`config.mk`:
```
export PLATFORM = sky130hd
export DESIGN_NAME = mreg_xfer_seq
export DESIGN_NICKNAME = d
export VERILOG_FILES = /design/src/rtl/mxs_pkg.sv /design/src/rtl/mxs_scan.sv /design/src/rtl/mxs_popbelow.sv /design/src/rtl/mreg_xfer_seq.sv
export SDC_FILE = /design/constraint.sdc
export NUM_CORES = 1
export LEC_CHECK = 0
export ABC_AREA = 1
export CAP_MARGIN = 40
export CORE_ASPECT_RATIO = 1.25
export CORE_UTILIZATION = 35
export DETAILED_ROUTE_END_ITERATION = 7
export PLACE_DENSITY = 0.68
export SYNTH_ARGS = -nofsm -noshare
export SYNTH_HDL_FRONTEND = slang
export SYNTH_SLANG_ARGS = --single-unit
```
`constraint.sdc`:
```
create_clock -name clk -period 3.3 [get_ports clk]
set_clock_uncertainty 0.2 [all_clocks]
set_input_delay 0.66 -clock clk [delete_from_list [all_inputs] [get_ports clk]]
set_output_delay 0.66 -clock clk [all_outputs]
set_load 0.01 [all_outputs]
```
`src/rtl/mxs_pkg.sv`:
```
package mxs_pkg;
  typedef enum logic [3:0] {
    OP_LDM  = 4'd0,
    OP_STM  = 4'd1,
    OP_PUSH = 4'd2,
    OP_POP  = 4'd3,
    OP_VLDM = 4'd4,
    OP_VSTM = 4'd5,
    OP_LDRD = 4'd6,
    OP_STRD = 4'd7,
    OP_DIV  = 4'd8
  } op_e;

  typedef enum logic [1:0] {
    ST_IDLE = 2'd0,
    ST_BEAT = 2'd1,
    ST_DIV  = 2'd2
  } st_e;

  function automatic logic op_is_multi(input logic [3:0] op);
    return (op <= 4'd5);
  endfunction

  function automatic logic op_is_dword(input logic [3:0] op);
    return (op == OP_LDRD) || (op == OP_STRD);
  endfunction

  function automatic logic op_is_store(input logic [3:0] op);
    return (op == OP_STM) || (op == OP_PUSH) || (op == OP_VSTM) || (op == OP_STRD);
  endfunction
endpackage

```
`src/rtl/mxs_scan.sv`:
```
// Lowest set bit of a list at or above a start index.
module mxs_scan #(
  parameter int N  = 16,
  parameter int IW = 4
) (
  input  logic [N-1:0]  list,
  input  logic [IW:0]   from,
  output logic          found,
  output logic [IW-1:0] idx
);
  always_comb begin
    found = 1'b0;
    idx   = '0;
    for (int i = N - 1; i >= 0; i--) begin
      if (list[i] && ((IW+1)'(i) >= from)) begin
        found = 1'b1;
        idx   = IW'(i);
      end
    end
  end
endmodule

```
`src/rtl/mxs_popbelow.sv`:
```
// Number of set bits strictly below a given index.
module mxs_popbelow #(
  parameter int N  = 16,
  parameter int IW = 4
) (
  input  logic [N-1:0]  list,
  input  logic [IW-1:0] lim,
  output logic [IW:0]   cnt
);
  always_comb begin
    cnt = '0;
    for (int i = 0; i < N; i++) begin
      if (list[i] && ((IW+1)'(i) < {1'b0, lim})) cnt = cnt + 1'b1;
    end
  end
endmodule

```
`src/rtl/mreg_xfer_seq.sv`:
```
module mreg_xfer_seq
  import mxs_pkg::*;
#(
  parameter int NREG       = 16,
  parameter int AW         = 32,
  parameter int DIV_CYCLES = 12,
  localparam int IW        = $clog2(NREG),
  localparam int CW        = $clog2(DIV_CYCLES)
) (
  input  logic          clk,
  input  logic          rst_n,
  input  logic          cmd_valid,
  output logic          cmd_ready,
  input  logic [3:0]    cmd_op,
  input  logic [NREG-1:0] cmd_reglist,
  input  logic [AW-1:0] cmd_base,
  input  logic          cmd_resume_valid,
  input  logic [IW-1:0] cmd_resume_idx,
  output logic          bus_req,
  output logic          bus_we,
  output logic [AW-1:0] bus_addr,
  output logic [IW-1:0] bus_reg,
  input  logic          bus_ack,
  input  logic          irq_pending,
  output logic          done_o,
  output logic          susp_o,
  output logic [IW-1:0] susp_idx,
  output logic          restart_o
);

  st_e             st_q, st_d;
  logic [3:0]      op_q, op_d;
  logic [NREG-1:0] list_q, list_d;
  logic [IW-1:0]   cur_q, cur_d;
  logic [AW-1:0]   addr_q, addr_d;
  logic            half_q, half_d;
  logic [CW-1:0]   cnt_q, cnt_d;
  logic            done_q, done_d, susp_q, susp_d, rst_q, rst_d;
  logic [IW-1:0]   sidx_q, sidx_d;

  // first register of a new command
  logic [IW:0]     first_from;
  logic            first_found;
  logic [IW-1:0]   first_idx;
  logic [IW:0]     skipped;
  // next register after the current beat
  logic            next_found;
  logic [IW-1:0]   next_idx;

  logic accept, beat_end;

  assign accept     = cmd_valid && (st_q == ST_IDLE);
  assign beat_end   = (st_q == ST_BEAT) && bus_ack;
  assign first_from = (op_is_multi(cmd_op) && cmd_resume_valid) ? {1'b0, cmd_resume_idx} : '0;

  mxs_scan #(.N(NREG), .IW(IW)) i_first_scan (
    .list (cmd_reglist),
    .from (first_from),
    .found(first_found),
    .idx  (first_idx)
  );

  mxs_popbelow #(.N(NREG), .IW(IW)) i_skip_cnt (
    .list(cmd_reglist),
    .lim (first_idx),
    .cnt (skipped)
  );

  mxs_scan #(.N(NREG), .IW(IW)) i_next_scan (
    .list (list_q),
    .from ({1'b0, cur_q} + 1'b1),
    .found(next_found),
    .idx  (next_idx)
  );

  always_comb begin
    st_d   = st_q;
    op_d   = op_q;
    list_d = list_q;
    cur_d  = cur_q;
    addr_d = addr_q;
    half_d = half_q;
    cnt_d  = cnt_q;
    sidx_d = sidx_q;
    done_d = 1'b0;
    susp_d = 1'b0;
    rst_d  = 1'b0;
    case (st_q)
      ST_IDLE: begin
        if (accept) begin
          op_d   = cmd_op;
          list_d = cmd_reglist;
          half_d = 1'b0;
          cnt_d  = '0;
          cur_d  = first_idx;
          if (op_is_multi(cmd_op)) begin
            if (first_found) begin
              st_d   = ST_BEAT;
              addr_d = cmd_base + AW'({skipped, 2'b00});
            end else begin
              done_d = 1'b1;
            end
          end else if (op_is_dword(cmd_op)) begin
            st_d   = ST_BEAT;
            addr_d = cmd_base;
          end else if (cmd_op == OP_DIV) begin
            st_d = ST_DIV;
          end else begin
            done_d = 1'b1;
          end
        end
      end
      ST_BEAT: begin
        if (bus_ack) begin
          if (op_is_dword(op_q)) begin
            if (half_q) begin
              st_d   = ST_IDLE;
              done_d = 1'b1;
            end else if (irq_pending) begin
              st_d  = ST_IDLE;
              rst_d = 1'b1;
            end else begin
              half_d = 1'b1;
              cur_d  = cur_q + 1'b1;
              addr_d = addr_q + AW'(4);
            end
          end else begin
            if (!next_found) begin
              st_d   = ST_IDLE;
              done_d = 1'b1;
            end else if (irq_pending) begin
              st_d   = ST_IDLE;
              susp_d = 1'b1;
              sidx_d = next_idx;
            end else begin
              cur_d  = next_idx;
              addr_d = addr_q + AW'(4);
            end
          end
        end
      end
      ST_DIV: begin
        if (irq_pending) begin
          st_d  = ST_IDLE;
          rst_d = 1'b1;
        end else if (cnt_q == CW'(DIV_CYCLES - 1)) begin
          st_d   = ST_IDLE;
          done_d = 1'b1;
        end else begin
          cnt_d = cnt_q + 1'b1;
        end
      end
      default: st_d = ST_IDLE;
    endcase
  end

  always_ff @(posedge clk or negedge rst_n) begin
    if (!rst_n) begin
      st_q   <= ST_IDLE;
      op_q   <= '0;
      list_q <= '0;
      cur_q  <= '0;
      addr_q <= '0;
      half_q <= 1'b0;
      cnt_q  <= '0;
      sidx_q <= '0;
      done_q <= 1'b0;
      susp_q <= 1'b0;
      rst_q  <= 1'b0;
    end else begin
      st_q   <= st_d;
      done_q <= done_d;
      susp_q <= susp_d;
      rst_q  <= rst_d;
      if (accept || beat_end) begin
        op_q   <= op_d;
        list_q <= list_d;
        cur_q  <= cur_d;
        addr_q <= addr_d;
        half_q <= half_d;
      end
      if (accept || (st_q == ST_DIV)) cnt_q <= cnt_d;
      if (susp_d) sidx_q <= sidx_d;
    end
  end

  assign cmd_ready = (st_q == ST_IDLE);
  assign bus_req   = (st_q == ST_BEAT);
  assign bus_we    = op_is_store(op_q);
  assign bus_addr  = addr_q;
  assign bus_reg   = cur_q;
  assign done_o    = done_q;
  assign susp_o    = susp_q;
  assign restart_o = rst_q;
  assign susp_idx  = sidx_q;

  // a pending beat holds its request and fields
  assert_req_hold_R2: assert property (@(posedge clk) disable iff (!rst_n)
    (bus_req && !bus_ack) |=> (bus_req && $stable(bus_addr) && $stable(bus_reg) && $stable(bus_we)));

  // back-to-back beats of one operation step the address by one word
  assert_addr_step_R2: assert property (@(posedge clk) disable iff (!rst_n)
    (bus_req && bus_ack) ##1 bus_req |-> (bus_addr == $past(bus_addr) + AW'(4)));

  // a suspend follows an acknowledged beat with the interrupt pending
  assert_susp_at_beat_R4: assert property (@(posedge clk) disable iff (!rst_n)
    susp_o |-> $past(bus_req && bus_ack && irq_pending));

  // suspend is only taken by multi-register operations
  assert_susp_multi_R4: assert property (@(posedge clk) disable iff (!rst_n)
    susp_o |-> op_is_multi(op_q));

  // an accepted multi-register command with work to do requests a beat next
  assert_first_beat_R5: assert property (@(posedge clk) disable iff (!rst_n)
    (accept && op_is_multi(cmd_op) && first_found) |=> bus_req);

  // a doubleword restart happens only on an acknowledged first half
  assert_dw_restart_R8: assert property (@(posedge clk) disable iff (!rst_n)
    (restart_o && op_is_dword(op_q)) |-> $past(bus_req && bus_ack && irq_pending));

  // a divide restart is caused by a pending interrupt
  assert_div_restart_R9: assert property (@(posedge clk) disable iff (!rst_n)
    (restart_o && (op_q == OP_DIV)) |-> $past(irq_pending));

  // at most one termination pulse at a time
  assert_one_end_R10: assert property (@(posedge clk) disable iff (!rst_n)
    $onehot0({done_o, susp_o, restart_o}));

endmodule

```
==> impl_metrics.py <==
metrics = {
    "placed_design": {
        "dpl.hpwl_um": 17420,
        "routabilityCongestion": 0.9143,
        "port_buffers": 107,
    },
    "yosys": {
        "syn_nets": 1230,
        "synth_top_area_share": 0.2448,
        "synthFlopType": "dfrtp_1",
        "yosysSeqAreaShare": 0.2448,
        "synth-edff-count": 0,
        "synth.top_cells.by_count": "nand2_1, inv_1, nor2_1, nand3_1, o21ai_0",
        "yosysWarnings": 0,
        "synth_area_um2": 7156,
        "ys_types": 54,
        "async_flop_share": 1.000,
        "synth_top_area_cell": "dfrtp_1",
        "synth_area_leaders": "dfrtp_1, nand2_1, inv_1, nand3_1, o21ai_0",
        "syn_inst": 1138,
        "ys_seq_elements": 70,
        "yosysMostFrequentCell": "nand2_1",
        "synth_area_per_cell_um2": 6.288,
    },
    "routing": {
        "vias": 9147,
        "first_pass_iters": 5,
        "vias_per_cell": 5.082,
        "wl_um": 25910,
        "drc": 0,
        "initialDrtViolationCount": 531,
        "wire_per_inst_um": 14.39,
        "ant_nets": 0,
    },
    "critical_path": {
        "cp-end-kind": "register",
        "required_ps": 3350,
        "crit_path_max_incr_delay_ps": 300,
        "crit_start": "cmd_op[3]",
        "slowest_stage": "ha_4",
        "cp_max_fo": 4,
        "startpoint_type": "input pin",
        "worstPathArrival_ps": 11410,
        "r2r_start": "bus_addr[2]$_DFFE_PN0P_",
        "reg2reg_slack_ps": -330,
        "r2r_end": "bus_addr[31]$_DFFE_PN0P_",
        "reg2reg_depth": 22,
        "crit_top_cell": "nand2_2",
        "timing_worst_setup_path_type": "in -> reg",
        "crit_end": "bus_addr[30]$_DFFE_PN0P_",
    },
    "cts": {
        "holdBufCountCts": 0,
        "cts.root.buffer_cell": "clkbuf_16",
        "cts_tree": "done",
        "cts_buffers": 9,
        "clock_latency_ps": 340,
        "clkSinkCount": 70,
        "htreeDepth": 3,
        "cts.clk_slew.worst_paths_ps": 60,
        "clock_path_buffers": 2,
    },
    "min_path": {
        "hold_class": "in -> async",
    },
    "pwr": {
        "total_power_mw": 7.623,
        "ir_worst_vdd_v": 0.0004346,
        "leakagePower_nw": 5.922,
        "power.density_nw_per_um2": 640.8,
    },
    "timing": {
        "tightestPinTransition_ps": 730.9,
        "hold_viol": 0,
        "fin_ws_ps": -8062,
        "fmaxAchievable_mhz": 88.02,
        "finalCriticalPeriod_ps": 11360,
        "slew_violations": 0,
        "slew_headroom": 0.5115,
        "rsz0062_at_grt": "true",
        "min_period_over_period": 3.443,
        "setup_viol": 30,
    },
    "floorplan": {
        "initial_utilization": 0.3560,
        "num_rows": 58,
        "coreArea_um2": 20100,
        "boundaryPins": 108,
        "chipWidth_um": 129.9,
        "die-area_um2": 21020,
        "die_h_um": 161.9,
    },
    "grt": {
        "grt_pass1_vias": 9141,
        "antenna_found_initial": 0,
        "gr-total-overflow": 0,
        "grt_first_pass_wirelength_um": 41250,
        "grt_max_degree": 40,
        "grt_usage": 0.2449,
    },
    "run": {
        "drv_cap": 0,
    },
    "cells_and_area": {
        "post_route_cells_drive_above_1_share": 0.3503,
        "antenna_cells": 0,
        "fin_nets": 1617,
        "largest_register_ff_count": 32,
        "areaGrowthSynthToFinish_pct": 66.25,
        "fin_util": 0.5918,
    },
    "status": {
        "violations": "setup timing",
        "outcome": "complete, but fails checks",
    },
}
## layer usage
metal / part of all wire / global-route usage / wire [um]
met4: 0.058 / 0.1401 / 1502
met5: 0 / 0 / 0
met3: 0.044 / 0.03755 / 1129
met1: 0.38 / 0.2519 / 9818
met2: 0.52 / 0.4621 / 13450
## kinds of logic after synthesis
group	after synthesis	synth area share
DFF	70	0.2448
buffers and inverters	226	0.1189
and+or+nand+nor	597	0.3922
AOI/OAI and AO/OA	182	0.1472
xor gates and xnor gates	24	0.02938
adders and majority gates	30	0.05351
muxes	9	0.01399
## layout by cell type, fill, tap and decap left out, types with 4 or more instances in the layout
cell type        instances
nand3_4                  5
dlygate4sd2_1            5
nand4_1                 19
nor2_2                  18
clkbuf_16                9
nor3_2                   6
nor2_1                  87
xor2_1                  19
o21ai_0                 47
o211ai_1                10
buf_6                   28
mux2_2                   7
inv_2                   29
ha_1                    13
a31oi_1                 13
a21oi_2                  8
nand2_2                 45
nand3_2                 17
a22oi_1                  5
nand2_4                 18
inv_1                  172
or2_4                    5
nor4_1                   4
ha_4                    15
nand3b_1                 6
dfrtp_1                 70
nand3_1                 81
o21ai_2                  6
nor2_4                  15
a21oi_1                 35
nor3_1                  18
o21ai_1                 29
clkdlybuf4s50_1         93
nand2_1                238
buf_4                  262
## per-stage QoR
step,setup slack (ps),hold slack (ps),std cells,setup TNS [ps],cell area [um^2]
6_report,-8062,56.67,1800,-221420,11900
5_1_grt,-8551,85.58,1800,-234550,11900
4_1_cts,-7601,68.09,1789,-212010,11450
3_5_place_dp,-9023,274.5,1691,-246140,10200
3_3_place_gp,-8689,265.8,1690,-238270,10180
2_1_floorplan,-8043,164.4,1138,-212720,7370
## final cells by class
class                      count  area (um^2)
fill                        1783         8205
multi-input combinational    842         5320
timing repair buffer         396         3367
sequential                    70         1752
inverter                     206        794.5
tap                          270        337.8
clock buffer                  11        242.7
clock inverter                 5        82.58
## timing repair
action	in CTS	in global routing
endpoints found under the setup margin	35	37
buffers inserted	97	30
pin swaps	80	75
gates resized for setup	120	108
## critical path: cells and delay by family
kind	cells	cell delay, ps
buffers and inverters	17	950
adder cells (fa/ha/maj)	14	3260
AO/OA/AOI/OAI	9	1030
AND/OR/NAND/NOR	55	5520
## worst min path at each step
stage                                         end  slack (ps)  depth (start not counted)
final                        cnt_q[2]$_DFFE_PN0P_          60                          1
after global routing          st_q[0]$_DFFE_PN0P_          90                          1
after CTS                    cnt_q[0]$_DFFE_PN0P_          70                          1
after detailed placement    list_q[1]$_DFFE_PN0P_         270                          2
after global placement    susp_idx[1]$_DFFE_PN0P_         270                          2
after floorplan           bus_addr[0]$_DFFE_PN0P_         160                          0
## power by group
part	internal (mW)	total [mW]	switching, mW
combinational	2.26	4.93	2.67
clock	0.685	1.08	0.400
sequential	1.27	1.60	0.336
No activity file was read; power rests on OpenSTA's default activity.
